$ cat src/rtl/oneshot_pkg.sv
package oneshot_pkg;

  // Synchronized pin bundle; bit order fixes the synchronizer vector layout.
  typedef struct packed {
    logic kill_n;
    logic hi_b;
    logic hi_a;
    logic lo_b;
    logic lo_a;
  } pin_bundle_t;

  localparam int unsigned PIN_COUNT = $bits(pin_bundle_t);

  // Reset value of the synchronizer: every trigger and kill bit at 0.
  // This leaves the trigger condition false, because the high-side pins read 0.
  localparam pin_bundle_t PIN_RESET = '0;

endpackage

$ cat src/rtl/oneshot_sync.sv
module oneshot_sync #(
  parameter int unsigned N_BITS  = 1,
  parameter int unsigned STAGES  = 2,
  parameter logic [N_BITS-1:0] RST_VAL = '0
) (
  input  logic              clk,
  input  logic              rst,
  input  logic [N_BITS-1:0] async_in,
  output logic [N_BITS-1:0] sync_out
);

  logic [N_BITS-1:0] chain [STAGES];

  for (genvar g = 0; g < STAGES; g++) begin : g_stage
    if (g == 0) begin : g_first
      always_ff @(posedge clk) begin
        if (rst) chain[g] <= RST_VAL;
        else     chain[g] <= async_in;
      end
    end else begin : g_next
      always_ff @(posedge clk) begin
        if (rst) chain[g] <= RST_VAL;
        else     chain[g] <= chain[g-1];
      end
    end
  end

  assign sync_out = chain[STAGES-1];

endmodule

$ cat src/rtl/oneshot_trigger.sv
module oneshot_trigger
  import oneshot_pkg::*;
(
  input  logic        clk,
  input  logic        rst,
  input  pin_bundle_t pins,
  output logic        fire
);

  logic cond;
  logic cond_q;

  // Gate: any low-side pin asserted, both high-side pins asserted, kill released.
  always_comb begin
    cond = (~pins.lo_a | ~pins.lo_b) & pins.hi_a & pins.hi_b & pins.kill_n;
  end

  always_ff @(posedge clk) begin
    if (rst) cond_q <= 1'b0;
    else     cond_q <= cond;
  end

  // Only the entry into the condition counts.
  assign fire = cond & ~cond_q;

endmodule

$ cat src/rtl/oneshot_timer.sv
module oneshot_timer #(
  parameter int unsigned WIDTH_W = 16
) (
  input  logic               clk,
  input  logic               rst,
  input  logic               kill,
  input  logic               fire,
  input  logic [WIDTH_W-1:0] width,
  output logic               active,
  output logic [WIDTH_W-1:0] remain
);

  logic [WIDTH_W-1:0] eff_width;
  logic [WIDTH_W-1:0] reload;

  always_comb begin
    eff_width = (width == '0) ? WIDTH_W'(1) : width;
    reload    = eff_width - WIDTH_W'(1);
  end

  always_ff @(posedge clk) begin
    if (rst) begin
      active <= 1'b0;
      remain <= '0;
    end else if (kill) begin
      active <= 1'b0;
      remain <= '0;
    end else if (fire) begin
      active <= 1'b1;
      remain <= reload;
    end else if (active) begin
      if (remain == '0) active <= 1'b0;
      else              remain <= remain - WIDTH_W'(1);
    end
  end

endmodule

$ cat src/rtl/gated_oneshot.sv
module gated_oneshot
  import oneshot_pkg::*;
#(
  parameter int unsigned WIDTH_W     = 16,
  parameter int unsigned SYNC_STAGES = 2
) (
  input  logic               clk,
  input  logic               rst,
  input  logic               trig_lo_a,
  input  logic               trig_lo_b,
  input  logic               trig_hi_a,
  input  logic               trig_hi_b,
  input  logic               kill_n,
  input  logic [WIDTH_W-1:0] width_cycles,
  output logic               pulse,
  output logic               pulse_n
);

  pin_bundle_t        raw_pins;
  logic [PIN_COUNT-1:0] synced_vec;
  pin_bundle_t        sync_pins;
  logic               fire;
  logic               kill_s;
  logic               run;
  logic [WIDTH_W-1:0] tmr_cnt;

  always_comb begin
    raw_pins.lo_a   = trig_lo_a;
    raw_pins.lo_b   = trig_lo_b;
    raw_pins.hi_a   = trig_hi_a;
    raw_pins.hi_b   = trig_hi_b;
    raw_pins.kill_n = kill_n;
  end

  oneshot_sync #(
    .N_BITS (PIN_COUNT),
    .STAGES (SYNC_STAGES),
    .RST_VAL(PIN_RESET)
  ) sync_i (
    .clk     (clk),
    .rst     (rst),
    .async_in(raw_pins),
    .sync_out(synced_vec)
  );

  assign sync_pins = pin_bundle_t'(synced_vec);
  assign kill_s    = ~sync_pins.kill_n;

  oneshot_trigger trig_i (
    .clk (clk),
    .rst (rst),
    .pins(sync_pins),
    .fire(fire)
  );

  oneshot_timer #(
    .WIDTH_W(WIDTH_W)
  ) tmr_i (
    .clk   (clk),
    .rst   (rst),
    .kill  (kill_s),
    .fire  (fire),
    .width (width_cycles),
    .active(run),
    .remain(tmr_cnt)
  );

  assign pulse   = run;
  assign pulse_n = ~run;

endmodule

$ cat config.mk
export PLATFORM = sky130hd
export DESIGN_NAME = gated_oneshot
export DESIGN_NICKNAME = d
export VERILOG_FILES = /design/src/rtl/oneshot_pkg.sv /design/src/rtl/oneshot_sync.sv /design/src/rtl/oneshot_trigger.sv /design/src/rtl/oneshot_timer.sv /design/src/rtl/gated_oneshot.sv
export SDC_FILE = /design/constraint.sdc
export NUM_CORES = 1
export LEC_CHECK = 0
export BUFFER_PORTS_ARGS = -buffer_cell sky130_fd_sc_hd__buf_4
export CORE_UTILIZATION = 35
export DETAILED_ROUTE_END_ITERATION = 10
export SLEW_MARGIN = 15
export SYNTH_ARGS = -nofsm -noshare
export SYNTH_HDL_FRONTEND = slang
export SYNTH_HIERARCHICAL = 1
export SYNTH_SLANG_ARGS = --single-unit
export TNS_END_PERCENT = 30
$ cat constraint.sdc
create_clock -name clk -period 4.1 [get_ports clk]
set_input_delay 0.41 -clock clk [delete_from_list [all_inputs] [get_ports clk]]
set_output_delay 0.41 -clock clk [all_outputs]
set_load 0.1 [all_outputs]
==> key figures <==
Clock network
  – Post-CTS resize count: 0
  – Htree depth: 1
  – TritonCTS buffer count: 3
  – Worst skew pair latency: between 0.2 and 0.3 ns
  – # clock sinks: 28
  – Clk root buf: clkbuf_8
  – Clock transition at path regs: approximately 0.1 ns
  – Post-CTS setup buffers: 0
  – Clock Tree Buf Depth: 2
  – CTS tree: yes
  – CTS Hold Bufs: 0

Critical path
  – Crit-path cells: a21bo_1, nor3_2, buf_4, nor2_1, a21o_1, ha_1, nand3_1, or2_4, nor2_1, xnor2_1, a211oi_2
  – CP Launch Type: register
  – Kind of end point of the critical path: register
  – Cell mode on critical path: nor2_1
  – WS Path Type: register to register
  – Worst path slowest cell: buf_4
  – Crit-path max FO: 34
  – CP required: approximately 4.3 ns
  – Max incr delay on CP: approximately 0.44 ns
  – Worst Path Arrival: ~3 ns

Place
  – Area after DPL: about 0.0019 mm²
  – Post-DP HPWL: approximately 2800 µm
  – IO buf count: 24
  – DP Cell Count: between 200 and 300
  – RePlAce Congestion: 0.809

Routing
  – Vias per cell: 5.52
  – DRC Markers: 0
  – Vias: between 1000 and 1500
  – Antenna viol nets, final: 0
  – Routed len/inst: 14.3 µm
  – DRT iter0 DRCs: 83
  – Drt pass-1 iters: 4
  – WL final: roughly 3800 µm

Floorplan
  – Die W: 71.7 µm
  – Initial Util: 0.378
  – Core Box Area: between 0.004 and 0.005 mm²
  – Die Y: approximately 72 µm
  – Ports: 25
  – Row cnt: 24
  – Die area: about 0.005 mm²

GRT
  – GR Util All Layers: 0.158
  – GR Overflow Total: 0
  – Global-route wire length before repair: around 6400 µm
  – Vias in the first global route: approximately 1300
  – Largest net degree at the start of global routing: 35
  – Initial antenna violation count: 0

Power
  – Total Power: 541 µW
  – Pleak: between 0.0007 and 0.0008 µW
  – VDD IR max: 0.159 mV
  – Pwr dens: about 280 mW/mm²

Logic synthesis
  – Synth top area share: 0.330
  – Area leader, netlist: dfxtp_1
  – Cells after Synth: 190
  – Synthesized flop and latch total: 28
  – Syn Nets: approximately 210
  – Synth Flop Type: dfxtp_1
  – Syn_area_per_cell: ~8.9 µm²
  – Seq/Total Area, Yosys: 0.330
  – Async SR Flop Fraction: 0
  – Mapped Area: roughly 0.0017 mm²
  – Top cells by area, synth: dfxtp_1, mux2i_1, xnor2_1
  – Synth cell types: 54
  – YS warnings: 6
  – Number of flops mapped to enable cells by yosys: 0

Run status
  – Status: finished clean

STA
  – Hold Fails Final Rpt: 0
  – Slew Viols, Final: 0
  – Period utilisation layout: 0.699
  – F_max: approximately 0.35 GHz
  – RSZ-0062 raised after global routing: no
  – Setup TNS: 0 ns
  – Worst Max-Slew Pin Slew: between 0.8 and 0.9 ns
  – Post-route minimum period: 2.86 ns
  – Slew margin rel.: 0.464
  – Clock Skew: ~0.011 ns
  – Final setup vio count: 0

Finish
  – Filler cells: roughly 450
  – Design area: 0.00195 mm²
  – Synthesis-to-layout area growth: 14.9%
  – ANT cells: 0
  – Share of cells above drive strength 1: 0.236
  – Nets: about 240
  – Post-Layout Cell Count: between 200 and 300

Flow run
  – Max_cap viols: 0

Hold path
  – HP Class: input pin to register
==> state kept, by name, summed over array words and instances, names as in the netlist <==
signal         cells
tmr_i/remain      16
sync_i/chain      10
tmr_i/active       1
trig_i/cond_q      1
==> final cells by class <==
cell class                 instances  area (µm²)  area share
sequential                        28         561       0.287
timing repair buffer              25         188      0.0960
clock buffer                       3        41.3      0.0211
tap                               52        65.1      0.0333
multi-input combinational        148        1040       0.534
inverter                           7        26.3      0.0134
clock inverter                     1        30.0      0.0154
==> routing by layer <==
metal	global-route usage	share of wire
met1	0.201	0.47
met3	0.0309	0.035
met5	0	0
met2	0.274	0.48
met4	0.0414	0.015
==> cells in the final DEF (no fill, tap or decap), types with 2 or more instances in the layout <==
master / n
dfxtp_1: 28
buf_4: 25
nor2_1: 19
nand2_1: 15
nor2b_1: 10
mux2i_1: 9
xnor2_1: 9
nor3_1: 8
inv_1: 7
nor4_1: 6
xor2_1: 5
a21oi_1: 5
nand4_1: 4
nand3_1: 4
o21ai_0: 4
clkbuf_8: 3
nor4_2: 3
o2111ai_1: 3
mux2_2: 3
nor4_4: 2
a21o_1: 2
o22ai_1: 2
or2_2: 2
nand2b_1: 2
nand3b_1: 2
nor3_2: 2
a211oi_2: 2
==> path summary, 6_finish.rpt <==
check	from	endpoint	slack (ns)	cells past startpoint
worst min register to register	sync_i/chain[0][1]	sync_i/chain[1][1]	0.44	1
worst max-delay path	sync_i/chain[1][2]	tmr_i/remain[12]	1.24	11
worst min-delay path	kill_n	sync_i/chain[0][4]	0.34	2
worst max register to register	sync_i/chain[1][2]	tmr_i/remain[12]	1.24	11
==> through the flow <==
| step | hold WS [ns] | util | setup slack [ns] |
|---|---|---|---|
| after floorplan | 0.414 | - | 1.07 |
| after global placement | 0.420 | 0.418 | 1.35 |
| after detailed placement | 0.422 | 0.418 | 1.23 |
| after CTS | 0.328 | 0.434 | 1.23 |
| after global routing | 0.329 | 0.434 | 0.961 |
| final | 0.339 | 0.434 | 1.24 |
==> critical path: cells and delay by family (launching register included) <==
kind | cells | cell delay (ns)
and+or+nand+nor | 5 | 1.03
xor gates and xnor gates | 1 | 0.16
AOI/OAI and AO/OA | 3 | 0.62
buffers and inverters | 1 | 0.44
DFF | 1 | 0.32
adders and majority gates | 1 | 0.24
==> cells in the mapped netlist, drive strengths merged, types with 2 or more instances <==
| library cell | number |
|---|---|
| nand3b | 2 |
| nand3 | 4 |
| a211oi | 3 |
| a21oi | 5 |
| buf | 2 |
| inv | 7 |
| mux2 | 3 |
| nand2 | 15 |
| mux2i | 9 |
| nand2b | 2 |
| xnor2 | 9 |
| nor4 | 11 |
| or2 | 4 |
| a21o | 2 |
| nand4 | 4 |
| o21ai | 5 |
| nor2 | 19 |
| o22ai | 3 |
| nor3 | 10 |
| dfxtp | 28 |
| clkbuf | 5 |
| o2111ai | 3 |
| xor2 | 5 |
| nor2b | 10 |
| and2 | 2 |
==> cell families after synthesis <==
| logic type | count (synthesis) | share of synthesized area |
|---|---|---|
| adders and majority gates | 1 | 0.00736 |
| buffers and inverters | 14 | 0.0596 |
| muxes | 12 | 0.0728 |
| AOI/OAI and AO/OA | 35 | 0.163 |
| DFF | 28 | 0.330 |
| and+or+nand+nor | 86 | 0.296 |
| xor gates and xnor gates | 14 | 0.0721 |
==> where the power goes <==
part	internal (µW)	switching, µW	total [µW]
registers	276	1.01	277
logic	23.2	19.8	43.0
clock network	131	89.5	220
No activity file was read; power rests on OpenSTA's default activity.
